**src/rtl/ssw_pkg.sv**
```systemverilog
package ssw_pkg;
  typedef enum logic {
    MODE_INDEP = 1'b0,
    MODE_SYNC  = 1'b1
  } ssw_mode_e;
endpackage

```
**src/rtl/ssw_enable_select.sv**
```systemverilog
module ssw_enable_select
  import ssw_pkg::*;
#(
  parameter int NUM_CH    = 8,
  parameter int MASTER_CH = 0
) (
  input  logic              sync_mode,
  input  logic [NUM_CH-1:0] ch_ctrl,
  output logic [NUM_CH-1:0] req
);
  ssw_mode_e mode;
  assign mode = ssw_mode_e'(sync_mode);

  for (genvar i = 0; i < NUM_CH; i++) begin : g_req
    // synchronized mode: master bit drives every channel
    assign req[i] = (mode == MODE_SYNC) ? ch_ctrl[MASTER_CH] : ch_ctrl[i];
  end
endmodule

```
**src/rtl/ssw_chan_gate.sv**
```systemverilog
module ssw_chan_gate #(
  parameter int DATA_W = 16
) (
  input  logic              clk,
  input  logic              rst_n,
  input  logic              req_i,
  input  logic [DATA_W-1:0] s_tdata,
  input  logic              s_tvalid,
  output logic              s_tready,
  output logic [DATA_W-1:0] m_tdata,
  output logic              m_tvalid,
  input  logic              m_tready,
  output logic              open_o
);
  logic open_q;
  logic pending;

  // a beat offered downstream but not yet taken pins the gate open
  assign pending = open_q & s_tvalid & ~m_tready;

  always_ff @(posedge clk) begin
    if (!rst_n)        open_q <= 1'b0;
    else if (!pending) open_q <= req_i;
  end

  assign m_tdata  = s_tdata;
  assign m_tvalid = open_q & s_tvalid;
  assign s_tready = open_q & m_tready;
  assign open_o   = open_q;

  // gate stays open across an edge with an unaccepted beat
  a_r7_hold_pending: assert property (@(posedge clk) disable iff (!rst_n)
    (m_tvalid && !m_tready) |=> (open_q && m_tvalid));

  // with nothing pending, the gate takes the requested value
  a_r2_follow_req: assert property (@(posedge clk) disable iff (!rst_n)
    !(m_tvalid && !m_tready) |=> (open_q == $past(req_i)));

  // no ready upstream without ready downstream
  a_r4_ready_gated: assert property (@(posedge clk) disable iff (!rst_n)
    !m_tready |-> !s_tready);
endmodule

```
**src/rtl/stream_start_switch.sv**
```systemverilog
module stream_start_switch #(
  parameter int NUM_CH    = 8,
  parameter int DATA_W    = 16,
  parameter int MASTER_CH = 0
) (
  input  logic                     clk,
  input  logic                     rst_n,
  input  logic                     sync_mode,
  input  logic [NUM_CH-1:0]        ch_ctrl,
  input  logic [NUM_CH*DATA_W-1:0] s_tdata,
  input  logic [NUM_CH-1:0]        s_tvalid,
  output logic [NUM_CH-1:0]        s_tready,
  output logic [NUM_CH*DATA_W-1:0] m_tdata,
  output logic [NUM_CH-1:0]        m_tvalid,
  input  logic [NUM_CH-1:0]        m_tready
);
  localparam logic [NUM_CH-1:0] ALL_OPEN = '1;

  logic [NUM_CH-1:0] req;
  logic [NUM_CH-1:0] open_vec;

  ssw_enable_select #(.NUM_CH(NUM_CH), .MASTER_CH(MASTER_CH)) sel_i (
    .sync_mode (sync_mode),
    .ch_ctrl   (ch_ctrl),
    .req       (req)
  );

  for (genvar i = 0; i < NUM_CH; i++) begin : g_ch
    ssw_chan_gate #(.DATA_W(DATA_W)) gate_i (
      .clk      (clk),
      .rst_n    (rst_n),
      .req_i    (req[i]),
      .s_tdata  (s_tdata[i*DATA_W +: DATA_W]),
      .s_tvalid (s_tvalid[i]),
      .s_tready (s_tready[i]),
      .m_tdata  (m_tdata[i*DATA_W +: DATA_W]),
      .m_tvalid (m_tvalid[i]),
      .m_tready (m_tready[i]),
      .open_o   (open_vec[i])
    );
  end

  // synchronized start opens every gate on one edge
  a_r6_sync_open_all: assert property (@(posedge clk) disable iff (!rst_n)
    (sync_mode && ch_ctrl[MASTER_CH] && open_vec == '0) |=> (open_vec == ALL_OPEN));

  // synchronized stop closes every gate with nothing pending
  a_r5_sync_close_all: assert property (@(posedge clk) disable iff (!rst_n)
    (sync_mode && !ch_ctrl[MASTER_CH] && (m_tvalid & ~m_tready) == '0) |=> (open_vec == '0));
endmodule

```
**config.mk**
```make
export PLATFORM = sky130hd
export DESIGN_NAME = stream_start_switch
export DESIGN_NICKNAME = d
export VERILOG_FILES = /design/src/rtl/ssw_pkg.sv /design/src/rtl/ssw_enable_select.sv /design/src/rtl/ssw_chan_gate.sv /design/src/rtl/stream_start_switch.sv
export SDC_FILE = /design/constraint.sdc
export NUM_CORES = 1
export LEC_CHECK = 0
export CORE_AREA = 4 4 115 117
export DETAILED_ROUTE_END_ITERATION = 6
export DIE_AREA = 0 0 119 121
export PLACE_DENSITY = 0.67
export RECOVER_POWER = 50
export SYNTH_ARGS = -nofsm -noshare
export SYNTH_HDL_FRONTEND = slang
export SYNTH_SLANG_ARGS = --single-unit
```
**constraint.sdc**
```tcl
create_clock -name clk -period 0.8 [get_ports clk]
set_input_delay 0.24 -clock clk [delete_from_list [all_inputs] [get_ports clk]]
set_output_delay 0.24 -clock clk [all_outputs]
set_load 0.05 [all_outputs]
```
* Word-level counts from Yosys, hierarchy flattened *
Index checks and enable logic that the tools add are counted.

word-level totals
  register bits = 8
  input bits = 155
  output and inout port bits = 144
  logic and storage cells = 47

cells by class
  mux-type cells = 7
  bitwise gates (word level) = 32

operator list
  cell               number
  bitwise AND 1 bit  24
  NOT 1 bit          8
  2-to-1 mux 1 bit   7

* Longest topological paths before layout *
  depth after elaboration = 2
  mapped depth = 2
  mapped depth without buffers = 2

* By module *
A second synthesis with hierarchy kept.

second synthesis, totals
  cells, all modules = 177
  area total of the unflattened synthesis = 1485.2 um^2

modules (own cells, without submodules)
  module             times used  cells an instance  area an instance (um^2)  seq. area each (um^2)
  ssw_chan_gate      8           21                 170.2                    20.0
  ssw_enable_select  1           9                  123.9                    0.0

* Worst setup path before layout *
No wires, ideal clock.

  path type = register to output
  start point = register g_ch[0].gate_i.open_q
  end point = output m_tvalid[0]
  arrival time = 0.602 ns
  required time = 0.560 ns
  path slack = -0.042 ns
  cell stages (with the launch flop) = 3
  path buffers = 1
  path through = dfxtp_1 and2_1 buf_4

between the ends
  longest elaborated chain between the ends = 1

ends and longest elaborated chain
  what                    line                       text
  start, declared         ssw_chan_gate.sv:15        logic open_q;
  start signal, assigned  ssw_chan_gate.sv:23        else if (!pending) open_q <= req_i;
  bitwise AND 1 bit       ssw_chan_gate.sv:27        assign m_tvalid = open_q & s_tvalid;
  end, declared           stream_start_switch.sv:14  output logic [NUM_CH-1:0] m_tvalid,

Every way passes these cells.

* Final worst setup path *
  start point = register g_ch[3].gate_i.open_q
  end point = output m_tvalid[3]

between the ends
  longest elaborated chain between the ends = 1

ends and longest elaborated chain
  what                    line
  start, declared         ssw_chan_gate.sv:15
  start signal, assigned  ssw_chan_gate.sv:23
  bitwise AND 1 bit       ssw_chan_gate.sv:27

Every way passes these cells.

==> results.md <==
* Remaining max-slew budget at the tightest pin at 86.09%
* Period utilization at 136.6%
* Half-perimeter wire length after placement at 5833 um
* Initial antenna violation count at 0
* Worst slack after detailed placement at -472.8 ps
* Sequential share of the synthesized area at 10.57%
* Library cell used as clock root buffer: clkbuf_16
* Final WS setup at -293.0 ps
* Post-layout instance count excluding filler cells at 267
* Die Y at 121 um
* Post-synth top area share at 71.35%
* Switching share of power at 25.37%
* Class of the worst hold path: in -> reg
* Number of flip-flops under the largest register name at 8
* Endpoint class of the critical path: output port
* Post-layout total power at 1.841 mW
* Post-synth EDFFs at 0
* Post-route core utilization at 10.83%
* CTS Buf Count at 3
* Fraction of layout cells with a size suffix above 1 at 50.53%
* Cell area reported after detailed placement at 1260 um^2
* Critical path's largest stage delay at 320 ps
* Setup violation total in the final timing report at 16
* Gr usage total at 7.935%
* Final worst path period need at 1093 ps
* FF-to-FF setup slack at 100 ps
* H-tree Lvls at 1
* Final-report max-slew violation count at 0
* Worst setup skew after layout at 0 ps
* Global-route wire length before repair at 7700 um
* Total of flip-flops plus latches after synthesis at 8
* Gate power share at 29.1%
* TritonCTS clock tree: yes
* Power Dens Cells at 1375 nW/um^2
* Setup Fix Bufs, Post-CTS at 0
* Maximum frequency from static timing analysis at 914.9 MHz
* Most used standard cells in the synthesized netlist: 144 x buf_4, 16 x and2_1, 8 x dfxtp_1, 8 x nand3b_1, 7 x a31oi_1
* Via Count at 740
* Max-Cap Viols at 0
* Maximum clock path buffer count at 2
* Dominant cell by count in the synthesized netlist: buf_4
* M1 WL at 914 um
* Final non-filler cell area at 1339 um^2
* Worst Hold Depth at 3
* Worst-Skew Late Latency at 230 ps
* Net count after synthesis at 349
* Endpoint arrival time on the critical path at 850 ps
* NetSw at 467.2 uW
* Failing checks: negative setup slack
* Cell types with the largest area share after synthesis: buf_4 71%, dfxtp_1 11%, and2_1 6.6%, nand3b_1 4.0%, a31oi_1 2.9%
* Fin Hold WS at 319.8 ps
* Worst setup SP type: register
* Avg Cell Area, Syn at 7.810 um^2
* Cell type with the highest aggregate area in the netlist: buf_4
* Power share of the sequential group at 24.8%
* Endpoint required time on the critical path at 560 ps
* # placed instances at 264
* Type of the worst setup path: reg -> out
* Largest net degree at the start of global routing at 9
* Clock transition time at the flip-flop clock pins of the worst setup and hold paths at 40 ps
* Iteration-0 DRC Markers at 48
* Met2 wirelength from detailed routing at 2962 um
* Remaining number of nets flagged by the antenna check after routing at 0
* WL met3 at 1942 um
* Max VDD drop at 0.0005054 V
* Fillers at 1414
* Post-Synthesis Cell Area at 1515 um^2
* # clock sinks at 8
* Number of remaining DRC errors at 0
* I/O Pins at 299
* Overall overflow remaining after global route at 0
* Number of hold buffers added after cts at 0
* Worst-Margin Slew at 208.6 ps
* Result of the run: finished, violations left
* CORE AREA at 12360 um^2
* Crit Path Max Fanout at 3
* Number of antenna repair diodes at 0
* Gate Count Post-Synth at 194
* Setup Total Neg Slack at -4418 ps
* Unrepaired setup endpoints after global routing: true
* Synthesis Warnings at 0
* Async SR Flop Fraction at 0%
* Routability congestion estimate at 0.6845
* Cell-internal power at 1.374 mW
* Effective utilization at floorplan at 12.26%
* Highest routing layer actually used: met5
* Number of port buffers at 42
* Vias in the first global route at 797
* Routed WL at 6286 um
* Cell with the biggest individual delay on the critical path: dfxtp_2
* Clock network fraction of total power at 46.2%
* Hold violation count in the final report at 0
* Routed vias/inst at 2.772
* Cells along the critical path: and2_4 > buf_12
* Lkg Pwr at 0.5168 nW
* # rows at 41
* Number of iterations in the first detailed-routing pass at 4
* Die outline width at 119 um
* Growth of design area from synthesis to finish at -11.64%
* Top flip-flop cell by instance count after synthesis: dfxtp_1
* DIE AREA at 14400 um^2
* WL per Instance at 23.54 um
* Layout Nets at 252
* Netlist cell types at 10
* Number of cells traversed by the worst register-to-register path at 2
==> cells in the final DEF, fill, tap and decap left out <==
cell	count
nand2b_2	3
a21oi_1	1
and2_4	16
clkbuf_16	3
dlymetal6s2s_1	3
dfxtp_2	8
a31oi_1	7
dlygate4sd2_1	19
inv_1	1
clkdlybuf4s15_1	1
nand2b_1	4
inv_2	1
nand3b_1	8
buf_12	16
nand2_2	1
clkdlybuf4s50_1	3
==> worst max-delay path: cells and delay by family (launching register included) <==
| kind | cells | cell delay (ps) |
|---|---|---|
| simple gates | 1 | 160 |
| buf+inv | 1 | 140 |
| flops | 1 | 320 |
==> final timing paths <==
kind,start,to
max,g_ch[3].gate_i.open_o$_SDFFE_PN0N_,m_tvalid[3]
min,ch_ctrl[4],g_ch[4].gate_i.open_o$_SDFFE_PN0N_
max reg2reg,g_ch[2].gate_i.open_o$_SDFFE_PN0N_,g_ch[2].gate_i.open_o$_SDFFE_PN0N_
min reg2reg,g_ch[0].gate_i.open_o$_SDFFE_PN0N_,g_ch[0].gate_i.open_o$_SDFFE_PN0N_
==> layout make-up <==
cell class	instances	area (um^2)	area share [%]
timing repair buffer	42	564.3	42.15
tap	172	215.2	16.07
sequential	8	170.2	12.71
inverter	2	7.507	0.5607
clock buffer	3	75.07	5.607
multi-input combinational	40	306.5	22.90
==> power groups by stage <==
stage	sequential [mW]	combinational, mW	clock (mW)
after CTS	0.457	0.543	0.857
after global placement	0.458	0.553	0
after detailed placement	0.461	0.559	0
after global routing	0.461	0.558	0.885
final	0.456	0.535	0.850
after floorplan	0.455	2.04	0
==> what timing repair did <==
action | 4_1_cts | 5_1_grt
pin swaps | 15 | 10
gates resized for setup | 29 | 4
setup endpoints to repair | 24 | 22
==> kinds of logic after synthesis <==
kind of cell	share of synthesized area, %
buffers and inverters	71.84
AND/OR/NAND/NOR	14.37
flip-flops	10.57
AO/OA/AOI/OAI	3.220
==> routing by layer <==
layer  track usage (%)  vias to the layer above
li1                  -                      261
met2             13.18                      163
met5             2.941                        -
met3             11.42                       37
met4             5.431                        2
met1             2.976                      277
Power figures use the tool's default switching activity.
